$ cat src/rtl/pwm_tbl_pkg.sv
package pwm_tbl_pkg;
  typedef enum logic [1:0] {
    ST_IDLE  = 2'd0,
    ST_PRIME = 2'd1,
    ST_FIRST = 2'd2,
    ST_RUN   = 2'd3
  } seq_state_t;

  localparam int MIN_PERIOD = 2;
endpackage

$ cat src/rtl/pwm_tbl_seq.sv
module pwm_tbl_seq
  import pwm_tbl_pkg::*;
#(
  parameter int TBL_DEPTH = 4,
  parameter int ADDR_W    = 2
) (
  input  logic              clk,
  input  logic              rst_n,
  input  logic              enable,
  input  logic              at_pref,
  input  logic              at_wrap,
  output logic              rd_o,
  output logic [ADDR_W-1:0] addr_o,
  output logic              load_o,
  output logic              run_o
);
  seq_state_t st_q, st_d;
  logic [ADDR_W-1:0] ptr_q, ptr_inc;

  // pointer advance: natural wrap when depth fills the address space
  generate
    if (TBL_DEPTH == (1 << ADDR_W)) begin : g_pow2
      assign ptr_inc = ptr_q + ADDR_W'(1);
    end else begin : g_cmp
      assign ptr_inc = (ptr_q == ADDR_W'(TBL_DEPTH - 1)) ? '0 : ptr_q + ADDR_W'(1);
    end
  endgenerate

  always_comb begin
    st_d = st_q;
    if (!enable) begin
      st_d = ST_IDLE;
    end else begin
      case (st_q)
        ST_IDLE:  st_d = ST_PRIME;
        ST_PRIME: st_d = ST_FIRST;
        ST_FIRST: st_d = ST_RUN;
        default:  st_d = ST_RUN;
      endcase
    end
  end

  assign rd_o   = enable && ((st_q == ST_PRIME) || ((st_q == ST_RUN) && at_pref));
  assign load_o = enable && ((st_q == ST_FIRST) || ((st_q == ST_RUN) && at_wrap));
  assign run_o  = (st_q == ST_RUN);
  assign addr_o = ptr_q;

  always_ff @(posedge clk or negedge rst_n) begin
    if (!rst_n) begin
      st_q  <= ST_IDLE;
      ptr_q <= '0;
    end else begin
      st_q <= st_d;
      if (!enable)     ptr_q <= '0;
      else if (load_o) ptr_q <= ptr_inc;
    end
  end
endmodule

$ cat src/rtl/pwm_tbl_timebase.sv
module pwm_tbl_timebase
  import pwm_tbl_pkg::*;
#(
  parameter int CNT_W = 8
) (
  input  logic             clk,
  input  logic             rst_n,
  input  logic             enable,
  input  logic             load,
  input  logic             run,
  input  logic [CNT_W-1:0] tbl_data_i,
  input  logic [CNT_W-1:0] cmp_i,
  output logic [CNT_W-1:0] cnt_o,
  output logic [CNT_W-1:0] per_o,
  output logic [CNT_W-1:0] duty_o,
  output logic             at_pref,
  output logic             at_wrap
);
  localparam logic [CNT_W-1:0] PMIN = CNT_W'(MIN_PERIOD);

  logic [CNT_W-1:0] cnt_q, per_q, duty_q, per_new;

  assign per_new = (tbl_data_i < PMIN) ? PMIN : tbl_data_i;
  assign at_pref = (cnt_q == per_q - CNT_W'(2));
  assign at_wrap = (cnt_q == per_q - CNT_W'(1));

  always_ff @(posedge clk or negedge rst_n) begin
    if (!rst_n) begin
      cnt_q  <= '0;
      per_q  <= PMIN;
      duty_q <= '0;
    end else if (!enable) begin
      cnt_q  <= '0;
      duty_q <= '0;
    end else if (load) begin
      cnt_q  <= '0;
      per_q  <= per_new;
      duty_q <= cmp_i;
    end else if (run) begin
      cnt_q <= cnt_q + CNT_W'(1);
    end
  end

  assign cnt_o  = cnt_q;
  assign per_o  = per_q;
  assign duty_o = duty_q;
endmodule

$ cat src/rtl/pwm_tbl_cmp.sv
module pwm_tbl_cmp #(
  parameter int CNT_W = 8
) (
  input  logic             run,
  input  logic [CNT_W-1:0] cnt,
  input  logic [CNT_W-1:0] duty,
  output logic             pwm_o
);
  assign pwm_o = run && (cnt < duty);
endmodule

$ cat src/rtl/pwm_tbl_chan.sv
module pwm_tbl_chan #(
  parameter int CNT_W     = 8,
  parameter int TBL_DEPTH = 4,
  localparam int ADDR_W   = (TBL_DEPTH > 1) ? $clog2(TBL_DEPTH) : 1
) (
  input  logic              clk,
  input  logic              rst_n,
  input  logic              enable,
  input  logic [CNT_W-1:0]  cmp_i,
  output logic              tbl_rd_o,
  output logic [ADDR_W-1:0] tbl_addr_o,
  input  logic [CNT_W-1:0]  tbl_data_i,
  output logic              pwm_o
);
  logic             load, run, at_pref, at_wrap;
  logic [CNT_W-1:0] cnt_q, per_q, duty_q;

  pwm_tbl_seq #(.TBL_DEPTH(TBL_DEPTH), .ADDR_W(ADDR_W)) u_seq (
    .clk(clk), .rst_n(rst_n), .enable(enable),
    .at_pref(at_pref), .at_wrap(at_wrap),
    .rd_o(tbl_rd_o), .addr_o(tbl_addr_o), .load_o(load), .run_o(run)
  );

  pwm_tbl_timebase #(.CNT_W(CNT_W)) u_tb (
    .clk(clk), .rst_n(rst_n), .enable(enable), .load(load), .run(run),
    .tbl_data_i(tbl_data_i), .cmp_i(cmp_i),
    .cnt_o(cnt_q), .per_o(per_q), .duty_o(duty_q),
    .at_pref(at_pref), .at_wrap(at_wrap)
  );

  pwm_tbl_cmp #(.CNT_W(CNT_W)) u_cmp (
    .run(run), .cnt(cnt_q), .duty(duty_q), .pwm_o(pwm_o)
  );
endmodule

$ cat config.mk
export PLATFORM = sky130hd
export DESIGN_NAME = pwm_tbl_chan
export DESIGN_NICKNAME = d
export VERILOG_FILES = /design/src/rtl/pwm_tbl_pkg.sv /design/src/rtl/pwm_tbl_seq.sv /design/src/rtl/pwm_tbl_timebase.sv /design/src/rtl/pwm_tbl_cmp.sv /design/src/rtl/pwm_tbl_chan.sv
export SDC_FILE = /design/constraint.sdc
export NUM_CORES = 1
export LEC_CHECK = 0
export ABC_AREA = 0
export BUFFER_PORTS_ARGS = -buffer_cell sky130_fd_sc_hd__buf_4
export CORE_MARGIN = 1
export CORE_UTILIZATION = 58
export CTS_CLUSTER_SIZE = 20
export DETAILED_ROUTE_END_ITERATION = 12
export PLACE_DENSITY_LB_ADDON = 0.2
export SYNTH_ARGS = -nofsm -noshare
export SYNTH_HDL_FRONTEND = slang
export SYNTH_SLANG_ARGS = --single-unit
$ cat constraint.sdc
create_clock -name clk -period 3.71 [get_ports clk]
set_clock_uncertainty 0.05 [all_clocks]
set_input_delay 0.5565 -clock clk [delete_from_list [all_inputs] [get_ports clk]]
set_output_delay 0.5565 -clock clk [all_outputs]
set_load 0.05 [all_outputs]
# After elaboration in Yosys (flattened, before gate mapping)
# Cells that the tools add are included.
# W data, S select, Z words.
# word_totals
regBits	28
in_bits	19
wordCells	37
# op_classes
addsub	4
n_lt_le_gt_ge	2
eq_ne	7
mux	10
n_reduce_logical	9
# op_table
cell	n
$mux W8	6
$eq A8 B8 Y1	2
$add A8 B1 Y8 const B	1
$lt A8 B2 Y1 const B	1
$lt A8 B8 Y1	1
$sub A8 B1 Y8 const B	1
$sub A8 B2 Y8 const B	1
$mux W2	3
$logic_and A1 B1 Y1	5
$eq A2 B2 Y1 const B	2
$pmux W2 S2	1
$ne A3 B1 Y1 const B	1
$add A2 B1 Y2 const B	1
$eq A2 B1 Y1 const B	1
$logic_not A2 Y1	1
$logic_or A1 B1 Y1	2
$ne A2 B1 Y1 const B	1
$reduce_and A2 Y1	1

# Depth between registers and ports, before layout
# Gate-level depths: netlist of the first run.
# depth
word_depth	7
depth_mapped	10
mapped_depth_nobuf	8

# Modules after synthesis
# A second synthesis of the first run with hierarchy kept.
# unflattened
cells_unflattened	190
area_unflattened_um2	1851.8
# modules_own_cells
module	n_inst	cells_each	area_each_um2
pwm_tbl_timebase	1	145	1461.4
pwm_tbl_seq	1	19	206.4
pwm_tbl_cmp	1	26	183.9

# Worst setup path before layout of the first run
# No wires, ideal clock.
# synth_path
path_kind	register to output
start	reg u_tb.cnt_q[1] (netlist: u_tb.cnt_o[1])
end	out pwm_o
arrival_ps	2602
required_time_ps	3103
path_slack_ps	502
stages_incl_launch_ff	7
n_path_buf	0
path_cell_list	dfrtp_1 ha_1 a21o_1 a21o_1 a211oi_1 o21bai_1 a311oi_1
# synth_between
elab_chain_len	2
# synth_lines
item	line	source
start: declaration	pwm_tbl_timebase.sv:21	logic [CNT_W-1:0] cnt_q, per_q, duty_q, per_new;
start signal: assignment	pwm_tbl_timebase.sv:40	cnt_q <= cnt_q + CNT_W'(1);
$lt A8 B8 Y1	pwm_tbl_cmp.sv:9	assign pwm_o = run && (cnt < duty);
$logic_and A1 B1 Y1	pwm_tbl_cmp.sv:9	
end: declaration	pwm_tbl_chan.sv:13	output logic pwm_o
# No other way between the ends.

# Worst setup path in the final report of the first run
# layout_path
start	reg u_tb.per_q[3] (netlist: u_tb.per_o[3])
end	out tbl_rd_o
# layout_between
elab_chain_len	5
# layout_lines
item	line	source
start: declaration	pwm_tbl_timebase.sv:21	
start signal: assignment	pwm_tbl_timebase.sv:37	per_q <= per_new;
$sub A8 B2 Y8	pwm_tbl_timebase.sv:24	assign at_pref = (cnt_q == per_q - CNT_W'(2));
$eq A8 B8 Y1	pwm_tbl_timebase.sv:24	
$logic_and A1 B1 Y1	pwm_tbl_seq.sv:43	assign rd_o = enable && ((st_q == ST_PRIME) || ((st_q == ST_RUN) && at_pref));
$logic_or A1 B1 Y1	pwm_tbl_seq.sv:43	
$logic_and A1 B1 Y1	pwm_tbl_seq.sv:43	
end: declaration	pwm_tbl_chan.sv:10	output logic tbl_rd_o,
# No other way between the ends.

==> flow_metrics.tcl, run 1 <==
set metrics [dict create \
    multiInputGateArea_um2 1050 \
    drive_above_1_share_pct 18.2 \
    start_kind "flip-flop" \
    post_drt_wl_per_cell_um 14.5 \
    die_x_um 58.5 \
    h-tree-depth 1 \
    placementRows 20 \
    first_global_vias 1304 \
    synth_area_um2 1850 \
    final_util_pct 67.4 \
    cts-root-buf "clkbuf_4" \
    hpwl_mm 2.75 \
    grt_pass1_wl_mm 6.22 \
    place_congestion 0.942 \
    grt_max_degree 29 \
    avgSynthCellArea_um2 9.64 \
    vdd_drop_max_v 0.000216 \
    seqCellArea_um2 702 \
    yosysUniqueCellTypes 46 \
    final_common_cell "dfrtp_1" \
    endpoint_kind "output port" \
    async_flop_share_pct 100 \
    grt-ovfl-total 0 \
    vias_per_cell 5.48 \
    syn_nets 221 \
    setup_ws_ns 0.642 \
    cts_made_buffers 3 \
    tightest_slew_ns 0.522 \
    antenna_found_initial 0 \
    critical_path_required_ns 3.10 \
    hold_class "input port to asynchronous set/reset pin" \
    min_period_ns 3.07 \
    powerDensity_nw_per_um2 412 \
    finalMaxSlewViolations 0 \
    clock_sinks 28 \
    die_y_um 58.5 \
    drt_iter0_drc 110 \
    critical_path_arrival_ns 2.46 \
    route.detailed.drc 0 \
    clkLatencyLatePin_ns 0.32 \
    slew_headroom_pct 64.9 \
    fin_tns_setup_ns 0 \
    syn_inst 192 \
    timing.fmax_mhz 326 \
    initial_core_util_pct 60.7 \
    mostFrequentLayoutCells "dfrtp_1 (27), buf_4 (23), nand2_1 (14)" \
    cp_max_fo 11 \
    io-pin-count 23 \
    status "finished, final reports clean" \
    area_growth_pct 11.1 \
    grt_usage_pct 23.5 \
    path_class "flip-flop to output port" \
    postCtsHoldBufs 0 \
    ys.flop_type "dfrtp_1" \
    postRouteAntennaNets 0 \
    clk_pin_slew_ns 0.15 \
    p_total_uw 847 \
    cap_viol_max_count 0 \
    core_um2 3050 \
    hold_viol_final 0 \
    fillers 268 \
    io_buffers 22 \
    setup_viol 0 \
    cts_setup_buffers 0 \
    dieArea_um2 3420 \
    detailedRoute.firstPassIterationCount 4 \
    vias 1386 \
    final.period_utilization_pct 82.7 \
    ys_warn_count 0 \
    routed_wl_mm 3.68 \
    ctsResizeCount 0 \
    whs_ns 0.0758 \
    nets 239 \
    seq_area_frac_synth_pct 37.9 \
    rsz0062_at_grt "no" \
    synth.ff_latch_count 28 \
    cts_tree "yes" \
    clock_path_buffers 2 \
    power.leakage_nw 0.959 \
    post-place-ws_ns 0.917 \
    antenna_cells 0 \
    synth_edf_count 0 \
]
report_power, final:
group | switching (mW) | internal, mW | total [mW]
Sequential | 0.0695 | 0.348 | 0.417
Clock | 0.0823 | 0.0419 | 0.124
Combinational | 0.156 | 0.149 | 0.306
Total | 0.308 | 0.539 | 0.847
cells in the mapped netlist (all sizes together), types with 4 or more instances:
master  count  area, um^2
dfrtp      27         676
nand2      15        72.6
inv        13        48.8
xor2       13         114
nand3      12        60.1
o21ai      12        60.1
ha         10         125
xnor2       8        70.1
buf         7        48.8
nor2        7        26.3
mux2        6        90.1
nand2b      6        37.5
and3        5        31.3
nor3        5        25.0
nor2b       4        25.0
flip-flops by register name, summed over array words and instances (netlist names):
name	count
u_tb.cnt_o	8
u_tb.duty_o	8
u_tb.per_o	8
u_seq.addr_o	2
u_seq.st_q	2
per-layer routing:
| metal | GRT usage, % | vias up | share of wire (%) | routed length [um] |
|---|---|---|---|---|
| met3 | 2.64 | 2 | 2.6 | 95 |
| met4 | 5.10 | 0 | 0.54 | 20 |
| met1 | 35.0 | 663 | 49 | 1810 |
| li1 | - | 696 | - | - |
| met5 | 0 | - | 0 | 0 |
| met2 | 36.9 | 25 | 48 | 1750 |
worst max-delay path: stages, from the launching register on:
cell       delay [ns]
dfrtp_1          0.55
or3_1            0.48
or2_2            0.30
a2111oi_0        0.35
o2111ai_1        0.19
nand2_1          0.09
buf_4            0.19
cell families after synthesis:
family,after synthesis,synth area share [%]
and+or+nand+nor,68,20.9
AOI/OAI and AO/OA,33,12.1
DFF,28,37.9
buffers and inverters,23,5.88
xor gates and xnor gates,21,9.93
adders and majority gates,10,6.76
muxes,9,6.49
worst paths after layout:
check                               start  slack, ns        endpoint  cells past startpoint
max in group asynchronous           rst_n       3.20   u_tb.per_o[1]                      1
min reg2reg                u_tb.duty_o[6]       0.49  u_tb.duty_o[6]                      2
max                         u_tb.per_o[3]       0.64        tbl_rd_o                      6
min in group clk                 cmp_i[0]       0.41  u_tb.duty_o[0]                      3
max reg2reg                 u_tb.per_o[0]       0.91   u_tb.per_o[6]                      9
min                                 rst_n       0.08   u_seq.st_q[1]                      1
cell type report:
type                    instances  share of cell area (%)
multi-input cells             141                    51.2
flip-flops and latches         28                    34.1
repair buffers                 23                    8.39
well taps                      44                    2.68
inverters                      13                    2.37
clock buffers                   4                    1.28
per-stage QoR:
| stage | std cells | instance area, um^2 |
|---|---|---|
| floorplan | 192 | 1850 |
| global placement | 249 | 2030 |
| detailed placement | 249 | 2030 |
| finish | 253 | 2060 |
| CTS | 253 | 2060 |
| global route | 253 | 2060 |
No activity file was read; power rests on OpenSTA's default activity.
==> run 2: changes to the inputs <==
- ABC_AREA: 0 -> 1
- CORE_UTILIZATION: 58 -> 53
- clock period: 3.71 -> 2.78 ns (I/O delays scaled with it)
==> flow_metrics.tcl, run 2 <==
set metrics [dict create \
    status "finished, violations left" \
    violations "negative hold slack" \
    io_buffers 22 \
    ys_warn_count 0 \
    syn_inst 276 \
    synth.ff_latch_count 28 \
    hpwl_mm 3.36 \
    avgSynthCellArea_um2 7.26 \
    grt-ovfl-total 0 \
    initial_core_util_pct 57.8 \
    clk_pin_slew_ns 0.09 \
    cts_setup_buffers 0 \
    antenna_cells 0 \
    r2r_slack_ns 0.56 \
    cts_made_buffers 3 \
    synth.most_common_cell "nand2_1" \
    synth_top_area_share_pct 33.7 \
    cp_max_fo 4 \
    yosysUniqueCellTypes 31 \
    antenna_found_initial 0 \
    h-tree-depth 1 \
    syn_nets 305 \
    power.leakage_nw 1.16 \
    hold_class "input port to asynchronous set/reset pin" \
    first_global_vias 1818 \
    grt_max_degree 33 \
    start_kind "flip-flop" \
    dieArea_um2 4030 \
    slew_headroom_pct 63.3 \
    drive_above_1_share_pct 15.9 \
    clock_path_buffers 2 \
    vias 1813 \
    timing.fmax_mhz 400 \
    cp_num_buf_inv 2 \
    powerDensity_nw_per_um2 545 \
    cap_viol_max_count 0 \
    post_drt_wl_per_cell_um 12.8 \
    synth.area.top_cells "dfrtp_1 (34%), nand2_1 (17%), ha_1 (6.2%), nor2_1 (5.6%), nand3_2 (5.0%)" \
    crit_chain "inv_1 > ha_1 > nand2_1 > and3_1 > nand4_1 > nor2_1 > nor2_1 > nor2_1 > buf_4" \
    nets 325 \
    whs_ns -0.000344 \
    grt_pass1_wl_mm 7.78 \
    async_flop_share_pct 100 \
    final_common_cell "nand2_1" \
    cts_tree "yes" \
    die_y_um 63.5 \
    ys.flop_type "dfrtp_1" \
    synth_area_um2 2000 \
    cp_num_cells 9 \
    path_class "flip-flop to output port" \
    drt_iter0_drc 71 \
    placementRows 21 \
    core_um2 3470 \
    postCtsHoldBufs 0 \
    synth_edf_count 0 \
    tightest_slew_ns 0.549 \
    seq_area_frac_synth_pct 35.0 \
    fillers 321 \
    ctsResizeCount 0 \
    critical_path_arrival_ns 2.03 \
    route.detailed.drc 0 \
    cts-root-buf "clkbuf_8" \
    final.period_utilization_pct 89.9 \
    hold_viol_final 3 \
    die_x_um 63.5 \
    grt_usage_pct 24.3 \
    rsz0062_at_grt "no" \
    clock_sinks 28 \
    vdd_drop_max_v 0.000265 \
    synth_largest_area_cell "dfrtp_1" \
    min_period_ns 2.50 \
    seqCellArea_um2 702 \
    place_congestion 0.897 \
    post-place-ws_ns 0.577 \
    fin_tns_setup_ns 0 \
    mostFrequentLayoutCells "nand2_1 (92), nor2_1 (30), dfrtp_1 (27)" \
    max_stage_delay_ns 0.56 \
    io-pin-count 23 \
    detailedRoute.firstPassIterationCount 4 \
    routed_wl_mm 4.37 \
    clkLatencyLatePin_ns 0.27 \
    critPathMostFrequentCell "nor2_1" \
    area_growth_pct 11.5 \
    postRouteAntennaNets 0 \
    cp_slowest_cell "dfstp_2" \
    vias_per_cell 5.32 \
    setup_viol 0 \
    crit_family "simple AND/OR/NAND/NOR gates" \
    reg2regPathDepth 10 \
    setup_ws_ns 0.282 \
    endpoint_kind "output port" \
    critical_path_required_ns 2.31 \
    finalMaxSlewViolations 0 \
    multiInputGateArea_um2 1160 \
    yosys-top-cells-count "nand2_1 (92), nor2_1 (30), dfrtp_1 (27)" \
]
[run 2: worst paths after layout]
kind                                from        endpoint
max reg2reg                u_tb.per_o[1]   u_tb.per_o[1]
min in group clk                cmp_i[2]  u_tb.duty_o[2]
max in group asynchronous          rst_n   u_tb.per_o[1]
max                        u_tb.per_o[1]        tbl_rd_o
min reg2reg                u_tb.per_o[1]   u_tb.per_o[1]
min                                rst_n  u_tb.duty_o[5]
[run 2: stage by stage]
step,utilization (%),std cells,hold slack (ns),power (mW),cell area [um^2]
after floorplan,-,276,0.0714,0.858,2000
after global placement,62.8,337,0.305,0.975,2180
after detailed placement,62.8,337,0.305,0.972,2180
after CTS,64.4,341,0.00676,1.22,2230
after global routing,64.4,341,0.0205,1.31,2230
final,64.4,341,-0.000344,1.22,2230
[run 2: area by class of cell]
| class | count | area share (%) |
|---|---|---|
| sequential | 28 | 31.4 |
| clock buffer | 4 | 2.46 |
| inverter | 26 | 4.37 |
| tap | 46 | 2.58 |
| timing repair buffer | 22 | 7.39 |
| multi-input combinational | 215 | 51.8 |
[run 2: worst register-to-register path, stage by stage (launching register included)]
cell and delay (ns):
dfstp_2 0.56, inv_1 0.08, ha_1 0.26, nand2_1 0.12, nand3_1 0.09, nand2_1 0.12
and3_1 0.20, nand3_4 0.19, nand2_4 0.27, nand3_1 0.13, nand2_1 0.09
[run 2: power by group]
part,switching [mW],internal (mW)
registers,0.0592,0.452
clock network,0.121,0.127
logic,0.290,0.169
total,0.469,0.748
[run 2: cells by family after synthesis]
group           after synthesis  share of synthesized area, %
simple gates                176                          41.6
buf+inv                      33                          7.24
flops                        28                          35.0
compound gates               18                          4.68
xor+xnor                     11                          5.18
fa+ha+maj                    10                          6.24
[run 2: metal layers]
| metal | track usage (%) | vias up | share of wire (%) | wire, um |
|---|---|---|---|---|
| li1 | - | 935 | - | - |
| met5 | 0 | - | 0 | 0 |
| met2 | 41.0 | 44 | 46 | 2020 |
| met4 | 9.66 | 0 | 2.2 | 98 |
| met1 | 31.8 | 824 | 48 | 2110 |
| met3 | 1.99 | 10 | 3.4 | 150 |
